===== src/rtl/cfgp_pkg.sv =====
package cfgp_pkg;
  localparam int unsigned ADDR_W = 14;
  localparam int unsigned WORD_W = 32;

  localparam logic [ADDR_W-1:0] OFS_CTRL  = 14'h0040;
  localparam logic [ADDR_W-1:0] OFS_STAT  = 14'h0044;
  localparam logic [ADDR_W-1:0] OFS_FSIZE = 14'h0048;
  localparam logic [ADDR_W-1:0] OFS_FUSED = 14'h004C;
  localparam logic [ADDR_W-1:0] OFS_TOTAL = 14'h0050;
  localparam logic [ADDR_W-1:0] OFS_CUR   = 14'h0054;
  localparam logic [ADDR_W-1:0] OFS_WIN   = 14'h3000;

  localparam int unsigned CTL_EN  = 0;
  localparam int unsigned CTL_RST = 1;
  localparam int unsigned CTL_DMA = 2;

  localparam int unsigned ST_OVF    = 1;
  localparam int unsigned ST_DEVERR = 2;
  localparam int unsigned ST_DONE   = 18;

  typedef struct packed {
    logic dma;
    logic rst;
    logic en;
  } ctrl_t;
endpackage


===== src/rtl/cfgp_fifo.sv =====
module cfgp_fifo #(
  parameter int unsigned DEPTH = 16,
  parameter int unsigned W     = 32,
  localparam int unsigned PW   = $clog2(DEPTH),
  localparam int unsigned CW   = PW + 1
) (
  input  logic          clk,
  input  logic          rst,
  input  logic          flush,
  input  logic          push,
  input  logic [W-1:0]  wdata,
  input  logic          pop,
  output logic [W-1:0]  rdata,
  output logic [CW-1:0] count,
  output logic          full,
  output logic          empty
);
  logic [W-1:0]  mem [DEPTH];
  logic [PW-1:0] wr_ptr, rd_ptr;

  always_ff @(posedge clk) begin
    if (push) mem[wr_ptr] <= wdata;
  end

  always_ff @(posedge clk) begin
    if (rst || flush) begin
      wr_ptr <= '0;
      rd_ptr <= '0;
      count  <= '0;
    end else begin
      if (push) wr_ptr <= wr_ptr + PW'(1);
      if (pop)  rd_ptr <= rd_ptr + PW'(1);
      case ({push, pop})
        2'b10:   count <= count + CW'(1);
        2'b01:   count <= count - CW'(1);
        default: count <= count;
      endcase
    end
  end

  assign rdata = mem[rd_ptr];
  assign full  = (count == CW'(DEPTH));
  assign empty = (count == '0);

  p_no_overflow_r4: assert property (@(posedge clk) disable iff (rst) push |-> !full);
  p_no_underflow_r3: assert property (@(posedge clk) disable iff (rst) pop |-> !empty);
  p_count_bound_r3: assert property (@(posedge clk) disable iff (rst) count <= CW'(DEPTH));
endmodule


===== src/rtl/cfgp_core.sv =====
module cfgp_core
  import cfgp_pkg::*;
#(
  parameter int unsigned DEPTH  = 16,
  parameter int unsigned BCNT_W = 32,
  localparam int unsigned CW    = $clog2(DEPTH) + 1,
  localparam int unsigned HALF  = DEPTH / 2
) (
  input  logic              clk,
  input  logic              rst,
  input  logic              ctrl_we,
  input  logic              total_we,
  input  logic              win_we,
  input  logic [WORD_W-1:0] wdata,
  input  logic [CW-1:0]     fifo_cnt,
  input  logic              fifo_full,
  input  logic              fifo_empty,
  input  logic              cfg_ready,
  input  logic              cfg_done_in,
  input  logic              cfg_err_in,
  output ctrl_t             ctrl_q,
  output logic [BCNT_W-1:0] total_q,
  output logic [BCNT_W-1:0] cur_q,
  output logic              ovf_q,
  output logic              deverr_q,
  output logic              done_q,
  output logic              irq,
  output logic              cfg_reset,
  output logic              push,
  output logic              pop,
  output logic              flush,
  output logic              dma_req,
  output logic              cfg_valid
);
  logic              next_en, start, room_ok;
  logic [CW:0]       owed_q;
  logic [CW+1:0]     room_sum;
  logic [BCNT_W-1:0] reqd_q;

  assign next_en   = ctrl_we ? wdata[CTL_EN] : ctrl_q.en;
  assign start     = ctrl_we & wdata[CTL_EN] & ~ctrl_q.en;
  assign push      = win_we & ctrl_q.en & ~fifo_full;
  assign cfg_valid = ctrl_q.en & ~fifo_empty & (cur_q < total_q);
  assign pop       = cfg_valid & cfg_ready;
  assign flush     = ~ctrl_q.en;
  assign room_sum  = (CW+2)'(fifo_cnt) + (CW+2)'(owed_q) + (CW+2)'(HALF);
  assign room_ok   = (room_sum <= (CW+2)'(DEPTH));

  always_ff @(posedge clk) begin
    if (rst) begin
      ctrl_q    <= '0;
      cfg_reset <= 1'b0;
      total_q   <= '0;
      cur_q     <= '0;
      ovf_q     <= 1'b0;
      deverr_q  <= 1'b0;
      done_q    <= 1'b0;
      irq       <= 1'b0;
    end else begin
      if (ctrl_we) begin
        ctrl_q    <= ctrl_t'(wdata[2:0]);
        cfg_reset <= wdata[CTL_EN] & wdata[CTL_RST];
      end
      if (total_we && !ctrl_q.en) total_q <= wdata[BCNT_W-1:0];

      if (start)    cur_q <= '0;
      else if (pop) cur_q <= cur_q + BCNT_W'(4);

      if (start)                ovf_q <= 1'b0;
      else if (win_we && !push) ovf_q <= 1'b1;

      if (start)                         deverr_q <= 1'b0;
      else if (ctrl_q.en && cfg_err_in) deverr_q <= 1'b1;

      if (start) done_q <= 1'b0;
      else if (ctrl_q.en && cur_q == total_q && cfg_done_in) done_q <= 1'b1;

      if (!next_en || start)              irq <= 1'b0;
      else if (done_q || ovf_q || deverr_q) irq <= 1'b1;
    end
  end

  always_ff @(posedge clk) begin
    if (rst || start || !ctrl_q.en) begin
      owed_q  <= '0;
      reqd_q  <= '0;
      dma_req <= 1'b0;
    end else begin
      dma_req <= ctrl_q.dma & ~dma_req & room_ok & (reqd_q < total_q);
      owed_q  <= owed_q + (dma_req ? (CW+1)'(HALF) : '0)
                        - ((push && owed_q != '0) ? (CW+1)'(1) : '0);
      if (dma_req) reqd_q <= reqd_q + BCNT_W'(HALF * 4);
    end
  end

  p_irq_needs_en_r7: assert property (@(posedge clk) disable iff (rst) irq |-> ctrl_q.en);
  p_cur_bound_r5: assert property (@(posedge clk) disable iff (rst) ctrl_q.en |-> cur_q <= total_q);
  p_cur_step_r5: assert property (@(posedge clk) disable iff (rst) pop |=> cur_q == $past(cur_q) + BCNT_W'(4));
  p_done_total_r6: assert property (@(posedge clk) disable iff (rst) $rose(done_q) |-> cur_q == total_q);
  p_dma_room_r10: assert property (@(posedge clk) disable iff (rst) dma_req |-> fifo_cnt <= CW'(DEPTH - HALF));
endmodule


===== src/rtl/cfg_stream_ctrl.sv =====
module cfg_stream_ctrl
  import cfgp_pkg::*;
#(
  parameter int unsigned FIFO_DEPTH = 16,
  parameter int unsigned BCNT_W     = 32,
  localparam int unsigned CW        = $clog2(FIFO_DEPTH) + 1
) (
  input  logic        clk,
  input  logic        rst,
  input  logic [13:0] bus_addr,
  input  logic        bus_wr,
  input  logic        bus_rd,
  input  logic [31:0] bus_wdata,
  output logic [31:0] bus_rdata,
  output logic [31:0] cfg_data,
  output logic        cfg_valid,
  input  logic        cfg_ready,
  input  logic        cfg_done_in,
  input  logic        cfg_err_in,
  output logic        cfg_reset,
  output logic        dma_req,
  output logic        irq
);
  logic              ctrl_we, total_we, win_we, win_hit;
  logic              push, pop, flush, fifo_full, fifo_empty;
  logic [CW-1:0]     fifo_cnt;
  ctrl_t             ctrl_q;
  logic [BCNT_W-1:0] total_q, cur_q;
  logic              ovf_q, deverr_q, done_q;
  logic [31:0]       stat_word;

  assign win_hit  = (bus_addr >= OFS_WIN);
  assign ctrl_we  = bus_wr && (bus_addr == OFS_CTRL);
  assign total_we = bus_wr && (bus_addr == OFS_TOTAL);
  assign win_we   = bus_wr && win_hit;

  cfgp_core #(.DEPTH(FIFO_DEPTH), .BCNT_W(BCNT_W)) u_core (
    .clk(clk), .rst(rst), .ctrl_we(ctrl_we), .total_we(total_we), .win_we(win_we),
    .wdata(bus_wdata), .fifo_cnt(fifo_cnt), .fifo_full(fifo_full), .fifo_empty(fifo_empty),
    .cfg_ready(cfg_ready), .cfg_done_in(cfg_done_in), .cfg_err_in(cfg_err_in),
    .ctrl_q(ctrl_q), .total_q(total_q), .cur_q(cur_q), .ovf_q(ovf_q), .deverr_q(deverr_q),
    .done_q(done_q), .irq(irq), .cfg_reset(cfg_reset), .push(push), .pop(pop),
    .flush(flush), .dma_req(dma_req), .cfg_valid(cfg_valid)
  );

  cfgp_fifo #(.DEPTH(FIFO_DEPTH), .W(WORD_W)) u_fifo (
    .clk(clk), .rst(rst), .flush(flush), .push(push), .wdata(bus_wdata), .pop(pop),
    .rdata(cfg_data), .count(fifo_cnt), .full(fifo_full), .empty(fifo_empty)
  );

  always_comb begin
    stat_word            = '0;
    stat_word[ST_OVF]    = ovf_q;
    stat_word[ST_DEVERR] = deverr_q;
    stat_word[ST_DONE]   = done_q;
  end

  always_ff @(posedge clk) begin
    if (rst) begin
      bus_rdata <= '0;
    end else if (bus_rd) begin
      case (bus_addr)
        OFS_CTRL:  bus_rdata <= 32'(ctrl_q);
        OFS_STAT:  bus_rdata <= stat_word;
        OFS_FSIZE: bus_rdata <= 32'(FIFO_DEPTH * 4);
        OFS_FUSED: bus_rdata <= 32'(fifo_cnt) << 2;
        OFS_TOTAL: bus_rdata <= 32'(total_q);
        OFS_CUR:   bus_rdata <= 32'(cur_q);
        default:   bus_rdata <= '0;
      endcase
    end
  end
endmodule


===== config.mk =====
export PLATFORM = sky130hd
export DESIGN_NAME = cfg_stream_ctrl
export DESIGN_NICKNAME = d
export VERILOG_FILES = /design/src/rtl/cfgp_pkg.sv /design/src/rtl/cfgp_fifo.sv /design/src/rtl/cfgp_core.sv /design/src/rtl/cfg_stream_ctrl.sv
export SDC_FILE = /design/constraint.sdc
export NUM_CORES = 1
export LEC_CHECK = 0
export BUFFER_PORTS_ARGS = -buffer_cell sky130_fd_sc_hd__buf_2
export CAP_MARGIN = 15
export CORE_UTILIZATION = 50
export DETAILED_ROUTE_END_ITERATION = 16
export GPL_TIMING_DRIVEN = 0
export PLACE_DENSITY = 0.76
export SLEW_MARGIN = 10
export SYNTH_ARGS = -nofsm -noshare
export SYNTH_HDL_FRONTEND = slang
export SYNTH_SLANG_ARGS = --single-unit

===== constraint.sdc =====
create_clock -name clk -period 4.9 [get_ports clk]
set_input_delay 0.245 -clock clk [delete_from_list [all_inputs] [get_ports clk]]
set_output_delay 0.245 -clock clk [all_outputs]
set_load 0.01 [all_outputs]

==> results.yml <==
worst_setup_path:
  cp_num_buf_inv: 2
  slowest_delay_ns: 0.69
  critPathLaunchType: "flop"
  crit_arrival_ns: 4.69
  crit_chain: "inv_1 -> ha_1 -> nand4_1 -> a2111oi_1 -> o31ai_1 -> and3_1 -> buf_2 -> ha_1 -> fa_1 -> a21o_1 -> a21oi_1 -> xor2_1 -> or3_1 -> a21oi_1"
  required_ns: 5.42
  end_kind: "flop"
  crit_type: "reg2reg"
  crit_family: "compound AO/OA/AOI/OAI gates"
  path_max_fanout: 7
  cpMaxStageDelayCell: "a2111oi_1"
pwr:
  ir_drop_mv: 0.215
  p_leak_nw: 10.7
  pwr_density_cell_nw_per_um2: 358
clocking:
  cts_buffers: 70
  htree_num_levels: 3
  cts_tree: "done"
  root_buffer: "clkbuf_16"
  clkTransAtPathRegs_ns: 0.06
  clock-sinks: 665
  post-cts-setup-buffers: 0
  insertion_delay_ns: 0.61
  cts_buffer_depth: 3
  cts_hold_buf: 4
  cts_resized: 0
global_route:
  antenna_found_initial: 2
  grt_first_pass_wirelength_um: 107000
  overflow: 0
  grt_max_degree: 23
  grtUsageTotal_pct: 25.7
  grt_pass1_vias: 17509
synthesis:
  synth-seq-cells: 665
  async_flop_share_pct: 0
  synth_top_area_share_pct: 55.1
  synth-simple-area-share_pct: 8.07
  yosysMostFrequentCell: "edfxtp_1"
  yosysWarnings: 0
  synth_edf_count: 512
  synth.area.mux_share_pct: 14.1
  synth_xor_area_share_pct: 1.13
  yosys.area.top_type: "edfxtp_1"
  netlist_area_um2: 27900
  synth_commonest_cells: "512 x edfxtp_1, 160 x mux4_2, 153 x dfxtp_1"
  syn-num-nets: 1914
  synthesis.instances: 1773
  ys.flop_type: "edfxtp_1"
  synthTopCellsByArea: "edfxtp_1 55%, mux4_2 13%, dfxtp_1 11%"
  synth_top_family_by_area: "multiplexers"
  yosysUniqueCellTypes: 69
  synth_fa_ha_area_share_pct: 4.02
  synth_compound_area_share_pct: 4.53
  ys_seq_area_share_pct: 66.0
  syn_avg_cell_area_um2: 15.7
sta:
  period_needed_ns: 4.17
  slew_headroom_pct: 31.6
  fin_crit_sh_pct: 85.2
  finalClockSkew_ns: 0.0337
  tightest_slew_ns: 1.03
  drv_slew: 0
  whs_ns: 0.0367
  fmax_mhz: 240
  rsz0062_at_grt: "no"
  worst_slack_ns: 0.726
  hold_viol_final: 0
  setup_viol: 0
placed_design:
  port_buffers: 117
  place_ws_ns: 0.843
  place_congestion: 0.898
  dp_cells: 2666
  place.detailed.hpwl_um: 47500
die:
  die_h_um: 238
  die_area_um2: 56800
  ioPinCount: 121
  core-area_um2: 55100
  rows: 86
  die_w_um: 238
  initial_utilization_pct: 50.7
route:
  antenna_left: 0
  drc: 0
  dr.pass1.iters: 5
  drt_iter0_markers: 1606
  vias: 16918
  wl_um: 71500
  routed_via_density: 6.04
  wl_per_cell_um: 25.5
worst_hold_path:
  hp-class: "in2reg"
cells_and_area:
  nets: 2136
  finalNonFillerCells: 2799
  fin_util_pct: 58.8
  drive_above_1_share_pct: 23.3
  num-fill-cells: 4075
  syn2layout_area_growth_pct: 16.0
status:
  status: "complete, no violations"
job:
  max_cap_viol_count: 0
==> metal layers <==
layer  track usage [%]  up-vias  part of all wire, %
li1                  -     7338                    -
met1              32.0     8548                   38
met2              45.1      866                   51
met3              3.68      166                  7.5
met4              10.6        0                  3.8
met5                 0        -                    0
==> path summary, 6_finish.rpt <==
check,from,to,slack (ns),depth (start not counted)
hold / removal,bus_wdata[28],u_fifo.mem[3][28],0.04,1
setup / recovery,u_core.total_q[19],u_fifo.count[4],0.73,14
hold reg to reg,u_core.cfg_reset,u_core.cfg_reset,0.46,2
setup reg to reg,u_core.total_q[19],u_fifo.count[4],0.73,14
==> cell families (layout without fill, tap and decap cells) <==
kind of cell	count (synthesis)	count (layout)
buffers and inverters	142	419
xor gates and xnor gates	36	36
other	0	1
AOI/OAI and AO/OA	199	199
and+or+nand+nor	450	450
DFF	665	665
muxes	193	193
adders and majority gates	88	88
==> per-stage QoR <==
step / setup TNS [ns] / instance area, um^2 / power, W
global route: 0 / 32400 / 0.0119
finish: 0 / 32400 / 0.0116
CTS: 0 / 32400 / 0.0116
floorplan: 0 / 27900 / 0.00622
global placement: -255.91 / 29400 / 0.00631
detailed placement: 0 / 30000 / 0.00632
==> registers in the layout (all words and copies together) (netlist names), 4 cells and up, named ones only <==
| signal | flops |
|---|---|
| u_fifo.mem | 512 |
| bus_rdata | 32 |
| u_core.total_q | 32 |
| u_core.cur_q | 30 |
| u_core.reqd_q | 27 |
| u_core.owed_q | 6 |
| u_fifo.count | 5 |
| u_fifo.rd_ptr | 4 |
| u_fifo.wr_ptr | 4 |
==> final cells by class <==
| class | count | area [um^2] | area share (%) |
|---|---|---|---|
| antenna | 1 | 2.50 | 0.00773 |
| tap | 748 | 936 | 2.89 |
| sequential | 665 | 18400 | 56.9 |
| clock buffer | 88 | 1980 | 6.11 |
| buffer | 92 | 403 | 1.24 |
| inverter | 50 | 188 | 0.580 |
| multi-input combinational | 966 | 9000 | 27.8 |
| timing repair buffer | 150 | 1080 | 3.33 |
| clock inverter | 39 | 354 | 1.09 |
==> placed cells by master, fill, tap and decap left out, drive strengths merged, types with 5 or more instances in the layout <==
cell      n
xor2     26
a211oi    6
bufinv    5
inv      52
o21ai    13
a21oi   102
nor3     33
xnor2    10
nand4    33
mux2i    31
nor4      8
edfxtp  512
mux4    160
clkinv   30
a21o     12
clkbuf  143
ha       85
nor2b    31
o31ai     9
or4       8
dfxtp   153
nand2b   29
and2      6
buf     183
and4      8
nand2   129
and3     11
nor2    102
a22o     24
nand3    35
==> power breakdown <==
group / leakage [nW] / total [W] / switching [W] / internal [W]
logic: 3.72 / 0.000145 / 0.000118 / 0.0000277
clock network: 1.15 / 0.00538 / 0.00224 / 0.00314
registers: 5.83 / 0.00606 / 0.000000337 / 0.00606
Power figures use the tool's default switching activity.
